`src/rtl/cache_pkg.sv`:
```
package cache_pkg;
   typedef enum logic [1:0] {
      ST_IDLE  = 2'd0,
      ST_WBACK = 2'd1,
      ST_FILL  = 2'd2
   } cache_st_e;
endpackage

```
`src/rtl/cache_tag_store.sv`:
```
module cache_tag_store #(
   parameter int LINES = 64,
   parameter int IDX_W = 6,
   parameter int TAG_W = 3
) (
   input  logic             clk,
   input  logic             rst,
   input  logic [IDX_W-1:0] idx,
   input  logic             fill_en,
   input  logic [TAG_W-1:0] fill_tag,
   input  logic             dirty_set,
   output logic [TAG_W-1:0] tag_o,
   output logic             valid_o,
   output logic             dirty_o
);
   logic [TAG_W-1:0] tags [LINES];
   logic [LINES-1:0] valid_q;
   logic [LINES-1:0] dirty_q;

   // Tag storage needs no reset: the valid flags guard it.
   always_ff @(posedge clk) begin
      if (fill_en) tags[idx] <= fill_tag;
   end

   always_ff @(posedge clk) begin
      if (rst) begin
         valid_q <= '0;
         dirty_q <= '0;
      end else if (fill_en) begin
         valid_q[idx] <= 1'b1;
         dirty_q[idx] <= 1'b0;
      end else if (dirty_set) begin
         dirty_q[idx] <= 1'b1;
      end
   end

   assign tag_o   = tags[idx];
   assign valid_o = valid_q[idx];
   assign dirty_o = dirty_q[idx];
endmodule

```
`src/rtl/cache_data_store.sv`:
```
module cache_data_store #(
   parameter int LINES = 64,
   parameter int IDX_W = 6,
   parameter int LANES = 4,
   parameter int OFF_W = 2
) (
   input  logic               clk,
   input  logic [IDX_W-1:0]   idx,
   input  logic               fill_en,
   input  logic [LANES*8-1:0] fill_word,
   input  logic               byte_we,
   input  logic [OFF_W-1:0]   byte_sel,
   input  logic [7:0]         byte_wdata,
   output logic [LANES*8-1:0] word_o
);
   // One byte-wide array per lane, so a store writes one lane and a refill writes all of them.
   for (genvar l = 0; l < LANES; l++) begin : g_lane
      logic [7:0] lane_mem [LINES];
      always_ff @(posedge clk) begin
         if (fill_en)
            lane_mem[idx] <= fill_word[l*8 +: 8];
         else if (byte_we && byte_sel == OFF_W'(l))
            lane_mem[idx] <= byte_wdata;
      end
      assign word_o[l*8 +: 8] = lane_mem[idx];
   end
endmodule

```
`src/rtl/cache_ctrl.sv`:
```
module cache_ctrl
   import cache_pkg::*;
#(
   parameter int CNT_W = 16
) (
   input  logic             clk,
   input  logic             rst,
   input  logic             cpu_req,
   input  logic             cpu_we,
   input  logic             hit,
   input  logic             line_dirty,
   input  logic             mem_ack,
   output cache_st_e        state,
   output logic             cpu_ready,
   output logic             fill_en,
   output logic             byte_we,
   output logic             mem_req,
   output logic             mem_we,
   output logic [CNT_W-1:0] hit_count,
   output logic [CNT_W-1:0] miss_count
);
   cache_st_e state_q, state_d;
   logic      replay_q;
   logic      accept, miss_det;

   assign accept    = (state_q == ST_IDLE) && cpu_req && hit;
   assign miss_det  = (state_q == ST_IDLE) && cpu_req && !hit;
   assign cpu_ready = (state_q == ST_IDLE) && (!cpu_req || hit);
   assign byte_we   = accept && cpu_we;
   assign fill_en   = (state_q == ST_FILL) && mem_ack;
   assign mem_req   = (state_q != ST_IDLE);
   assign mem_we    = (state_q == ST_WBACK);
   assign state     = state_q;

   always_comb begin
      state_d = state_q;
      unique case (state_q)
         ST_IDLE:  if (miss_det) state_d = line_dirty ? ST_WBACK : ST_FILL;
         ST_WBACK: if (mem_ack)  state_d = ST_FILL;
         ST_FILL:  if (mem_ack)  state_d = ST_IDLE;
         default:                state_d = ST_IDLE;
      endcase
   end

   always_ff @(posedge clk) begin
      if (rst) begin
         state_q    <= ST_IDLE;
         replay_q   <= 1'b0;
         hit_count  <= '0;
         miss_count <= '0;
      end else begin
         state_q <= state_d;
         if (fill_en)     replay_q <= 1'b1;
         else if (accept) replay_q <= 1'b0;
         if (accept && !replay_q) hit_count  <= hit_count + CNT_W'(1);
         if (miss_det)            miss_count <= miss_count + CNT_W'(1);
      end
   end
endmodule

```
`src/rtl/dm_wb_cache.sv`:
```
module dm_wb_cache
   import cache_pkg::*;
#(
   parameter int ADDR_W      = 11,
   parameter int CACHE_BYTES = 256,
   parameter int BLOCK_BYTES = 4,
   parameter int CNT_W       = 16
) (
   input  logic                     clk,
   input  logic                     rst,
   input  logic                     cpu_req,
   input  logic                     cpu_we,
   input  logic [ADDR_W-1:0]        cpu_addr,
   input  logic [7:0]               cpu_wdata,
   output logic [7:0]               cpu_rdata,
   output logic                     cpu_ready,
   output logic                     mem_req,
   output logic                     mem_we,
   output logic [ADDR_W-1:0]        mem_addr,
   output logic [BLOCK_BYTES*8-1:0] mem_wdata,
   input  logic [BLOCK_BYTES*8-1:0] mem_rdata,
   input  logic                     mem_ack,
   output logic [CNT_W-1:0]         hit_count,
   output logic [CNT_W-1:0]         miss_count
);
   localparam int OFF_W  = $clog2(BLOCK_BYTES);
   localparam int LINES  = CACHE_BYTES / BLOCK_BYTES;
   localparam int IDX_W  = $clog2(LINES);
   localparam int TAG_W  = ADDR_W - IDX_W - OFF_W;
   localparam int WORD_W = BLOCK_BYTES * 8;

   if (BLOCK_BYTES < 2 || (1 << OFF_W) != BLOCK_BYTES) begin : g_bad_block
      $error("BLOCK_BYTES must be a power of two, at least 2");
   end
   if (LINES < 2 || (1 << IDX_W) != LINES) begin : g_bad_lines
      $error("CACHE_BYTES/BLOCK_BYTES must be a power of two, at least 2");
   end
   if (TAG_W < 1) begin : g_bad_tag
      $error("ADDR_W too small for the cache geometry");
   end

   logic [OFF_W-1:0]  a_off;
   logic [IDX_W-1:0]  a_idx;
   logic [TAG_W-1:0]  a_tag;
   logic [TAG_W-1:0]  line_tag;
   logic              line_valid, line_dirty, hit;
   logic              fill_en, byte_we;
   logic [WORD_W-1:0] line_word;
   cache_st_e         state;

   assign {a_tag, a_idx, a_off} = cpu_addr;
   assign hit = line_valid && (line_tag == a_tag);

   cache_tag_store #(.LINES(LINES), .IDX_W(IDX_W), .TAG_W(TAG_W)) u_tags (
      .clk(clk), .rst(rst), .idx(a_idx), .fill_en(fill_en), .fill_tag(a_tag),
      .dirty_set(byte_we), .tag_o(line_tag), .valid_o(line_valid), .dirty_o(line_dirty)
   );

   cache_data_store #(.LINES(LINES), .IDX_W(IDX_W), .LANES(BLOCK_BYTES), .OFF_W(OFF_W)) u_data (
      .clk(clk), .idx(a_idx), .fill_en(fill_en), .fill_word(mem_rdata),
      .byte_we(byte_we), .byte_sel(a_off), .byte_wdata(cpu_wdata), .word_o(line_word)
   );

   cache_ctrl #(.CNT_W(CNT_W)) u_ctrl (
      .clk(clk), .rst(rst), .cpu_req(cpu_req), .cpu_we(cpu_we), .hit(hit),
      .line_dirty(line_valid && line_dirty), .mem_ack(mem_ack), .state(state),
      .cpu_ready(cpu_ready), .fill_en(fill_en), .byte_we(byte_we),
      .mem_req(mem_req), .mem_we(mem_we), .hit_count(hit_count), .miss_count(miss_count)
   );

   // A write-back goes to the victim's own address; a refill goes to the requested block.
   assign mem_addr  = {(state == ST_WBACK) ? line_tag : a_tag, a_idx, {OFF_W{1'b0}}};
   assign mem_wdata = line_word;

   always_comb begin
      cpu_rdata = '0;
      for (int l = 0; l < BLOCK_BYTES; l++)
         if (a_off == OFF_W'(l)) cpu_rdata = line_word[l*8 +: 8];
   end
endmodule

```
`config.mk`:
```
export PLATFORM = sky130hd
export DESIGN_NAME = dm_wb_cache
export DESIGN_NICKNAME = d
export VERILOG_FILES = /design/src/rtl/cache_pkg.sv /design/src/rtl/cache_tag_store.sv /design/src/rtl/cache_data_store.sv /design/src/rtl/cache_ctrl.sv /design/src/rtl/dm_wb_cache.sv
export SDC_FILE = /design/constraint.sdc
export NUM_CORES = 2
export LEC_CHECK = 0
export CAP_MARGIN = 40
export CORE_MARGIN = 8
export CORE_UTILIZATION = 30
export DETAILED_ROUTE_END_ITERATION = 6
export GPL_ROUTABILITY_DRIVEN = 1
export SLEW_MARGIN = 20
export SYNTH_ARGS = -nofsm -noshare
export SYNTH_HDL_FRONTEND = slang
export SYNTH_SLANG_ARGS = --single-unit
export TNS_END_PERCENT = 30
```
`constraint.sdc`:
```
create_clock -name clk -period 5.1 [get_ports clk]
set_input_delay 1.02 -clock clk [delete_from_list [all_inputs] [get_ports clk]]
set_output_delay 1.02 -clock clk [all_outputs]
set_load 0.03 [all_outputs]
```
==> qor.yml <==
clkPwrFrac: 0.414
drv_cap: 0
drc: 9
top_usage_layer: "met2"
switching_power_mw: 9.78
finish.instance_area_um2: 118000
seqPwrFrac: 0.504
rows: 205
use_met3: 0.0541
final-hold-violation-count: 0
hp-class: "register to register"
first_global_vias: 60283
clkTransAtPathRegs_ns: 0.06
required_ns: 4.08
dp_cells: 10513
p_leak_nw: 38.1
setup_viol: 7
crit_path_end_kind: "output pin"
htreeDepth: 4
critical_path.max_stage_delay_ns: 0.66
grt_pass1_wl_um: 481000
timing.hold.ws_ns: 0.473
cts_hold_buf: 0
skew_ns: 0.164
peakVddDrop_v: 0.000351
fin_ws_ns: -0.119
syn_area_um2: 93400
area_growth_pct: 25.8
power.internal_mw: 33.0
synth_top_area_cell: "edfxtp_1"
grt_use_total: 0.203
p_per_area_nw_per_um2: 364
routedWlPerCell_um: 32.0
worst_pin_slew_ns: 1.08
worstSkewPairLatency_ns: 0.96
wl_um: 352000
rrSetupSlack_ns: 1.07
arrival_ns: 4.20
drv_slew: 0
min_period_over_period: 1.02
final_nets: 6704
cp-start-kind: "input pin"
pwr-share-comb: 0.081
start_util: 0.301
nFillCells: 28635
met2_usage: 0.310
async_reset_ff_frac: 0
synth_edf_count: 2240
fin_cells: 10985
max_slew_margin: 0.278
routed_via_density: 5.67
clockRootBuffer: "clkbuf_16"
violations: "DRC, setup timing"
cts.sinks: 2403
place_area_um2: 109000
worstPathCellList: "buf_16, buf_16, and3b_4, buf_12, buf_4, buf_4, a22oi_1, a31oi_2, nor3_2, buf_4, o211ai_1, or3_4, mux4_2, buf_12"
synth_flop_cell: "edfxtp_1"
dieArea_um2: 330000
grt_max_degree: 177
dr_total_vias: 62282
worstHoldEndpoint: "u_tags.valid_q[60]$_SDFFE_PP0P_"
crit_top_cell: "buf_4"
rsz0062_at_grt: "yes"
ios: 142
ys_types: 73
finalPower_mw: 42.8
ys_top_cells_by_area: "edfxtp_1 72%, a22oi_1 3.6%, dfxtp_1 3.5%, mux4_2 2.6%, mux2_2 2.3%"
die_w_um: 574
first_pass_iters: 7
r2r_end: "u_data.g_lane[3].lane_mem[30][3]$_DFFE_PP_"
die_h_um: 574
pre_cts_ws_ns: -0.447
drt_iter0_drc: 9660
yosys_warnings: 0
hold_start: "u_tags.valid_q[60]$_SDFFE_PP0P_"
core_um2: 311000
status: "complete, but fails checks"
dp_hpwl_um: 238000
met1_usage: 0.250
tritoncts: "yes"
drive_gt1_frac: 0.280
fmax_mhz: 192
path_class: "input pin to output pin"
p_sw_frac: 0.229
period_minus_slack_ns: 5.22
syn_inst: 5684
cp_slowest_cell: "mux4_2"
yosys_register_bits: 2403
grt_overflow: 0
synth.avg_cell_area_um2: 16.4
r2r_cells: 11
synth_top_cell_area_share: 0.720
hold_depth: 2
antenna_found_initial: 21
crit_fanout: 13
portBuffers: 139
antenna_left: 0
cts_inserted_buffers: 235
rr_startpoint: "u_tags.tags[63][2]$_DFFE_PP_"
gp_congestion: 0.934
ys_seq_area_frac: 0.755
clockBufferDepth: 4
## area by class of cell
type	count	area (um^2)	share of cell area
inverter	8	35.0	0.000298
clock buffer	298	6240	0.0531
antenna	15	37.5	0.000319
sequential	2403	70500	0.600
tap	4140	5180	0.0441
multi-input combinational	2828	21700	0.184
clock inverter	123	1490	0.0126
timing repair buffer	1170	12400	0.106
## metrics by stage
step / setup TNS, ns / utilization
3_5_place_dp: -171.71 / 0.349
5_1_grt: -0.498 / 0.378
2_1_floorplan: -0.127 / -
3_3_place_gp: -95.62 / 0.348
6_report: -0.457 / 0.378
4_1_cts: -0.382 / 0.376
## flip-flops by register name, indices dropped and copies added, names as in the netlist, named ones only
name,count
u_ctrl.hit_count,16
u_ctrl.miss_count,16
u_ctrl.replay_q,1
u_ctrl.state,2
u_data.g_lane.lane_mem,2048
u_tags.tags,192
u_tags.valid_q,64
## worst max-delay path by stage
stage / start / end / cells past startpoint
finish: cpu_addr[4] / cpu_rdata[7] / 14
floorplan: cpu_addr[4] / cpu_rdata[4] / 13
CTS: cpu_addr[4] / cpu_rdata[1] / 15
global route: cpu_addr[4] / cpu_rdata[2] / 16
detailed placement: cpu_addr[3] / cpu_rdata[5] / 15
global placement: cpu_addr[4] / cpu_rdata[7] / 13
## logic make-up after synthesis
family | after synthesis | share of synthesized area
compound gates | 1546 | 0.119
fa+ha+maj | 2 | 0.000268
buf+inv | 456 | 0.0224
flops | 2403 | 0.755
mux | 420 | 0.0619
other cells | 1 | 0.0000401
simple gates | 856 | 0.0418
## placed cells by master (no fill, tap or decap), types with 15 or more instances in the layout
cell type and count:
buf_4 792, buf_12 228, nand3_1 30, a221oi_1 199
a221oi_2 28, diode_2 15, nand4_1 57, clkinv_1 43
bufinv_16 31, buf_8 17, a22oi_1 439, mux2_2 191
mux4_2 107, and3_1 16, a21oi_2 63, nor3_1 73
dfxtp_1 163, edfxtp_1 2240, a21oi_1 314, nand2_1 171
nor2b_1 33, mux2i_1 117, a31oi_1 142, clkdlybuf4s50_1 84
a22o_1 95, o21ai_0 52, a221o_1 20, clkbuf_16 238
a41oi_1 19, nor2_1 380, buf_6 23, clkbuf_1 51
o22ai_1 41, clkinv_2 27
## power groups by stage
stage               clock network [mW]  registers, mW  logic, mW
floorplan                            0           22.0       1.30
global placement                     0           22.0       3.23
detailed placement                   0           22.0       3.26
CTS                               17.9           21.6       3.34
global route                      18.6           21.6       3.52
finish                            17.7           21.6       3.48
## synth_stat cells (21+ instances only)
cell,instances
a21oi_1,317
a21oi_2,60
a221o_1,21
a221oi_1,226
a22o_1,95
a22oi_1,444
a31oi_1,149
a41oi_1,22
buf_1,54
buf_2,136
buf_4,24
clkbuf_1,218
dfxtp_1,163
edfxtp_1,2240
mux2_2,192
mux2i_1,120
mux4_2,107
nand2_1,172
nand3_1,37
nand4_1,57
nor2_1,385
nor2b_1,39
nor3_1,79
o21ai_0,66
o22ai_1,41
## worst max-delay path, delay by kind of cell
family,cells,cell delay (ns)
multiplexers,1,0.66
AND/OR/NAND/NOR,3,0.77
AO/OA/AOI/OAI,3,0.52
buffers and inverters,7,1.18
## metal layers
layer	wire (um)	vias up
met5	58	-
met1	126000	31784
met2	156000	4315
met3	40000	1045
li1	-	25128
met4	29200	10
## repair_timing
item                       4_1_cts  5_1_grt
buffers inserted                15       13
cloned                           5        3
pin swaps                       29       24
resized for setup               85       79
setup endpoints to repair        9        9
No activity file was read; power rests on OpenSTA's default activity.
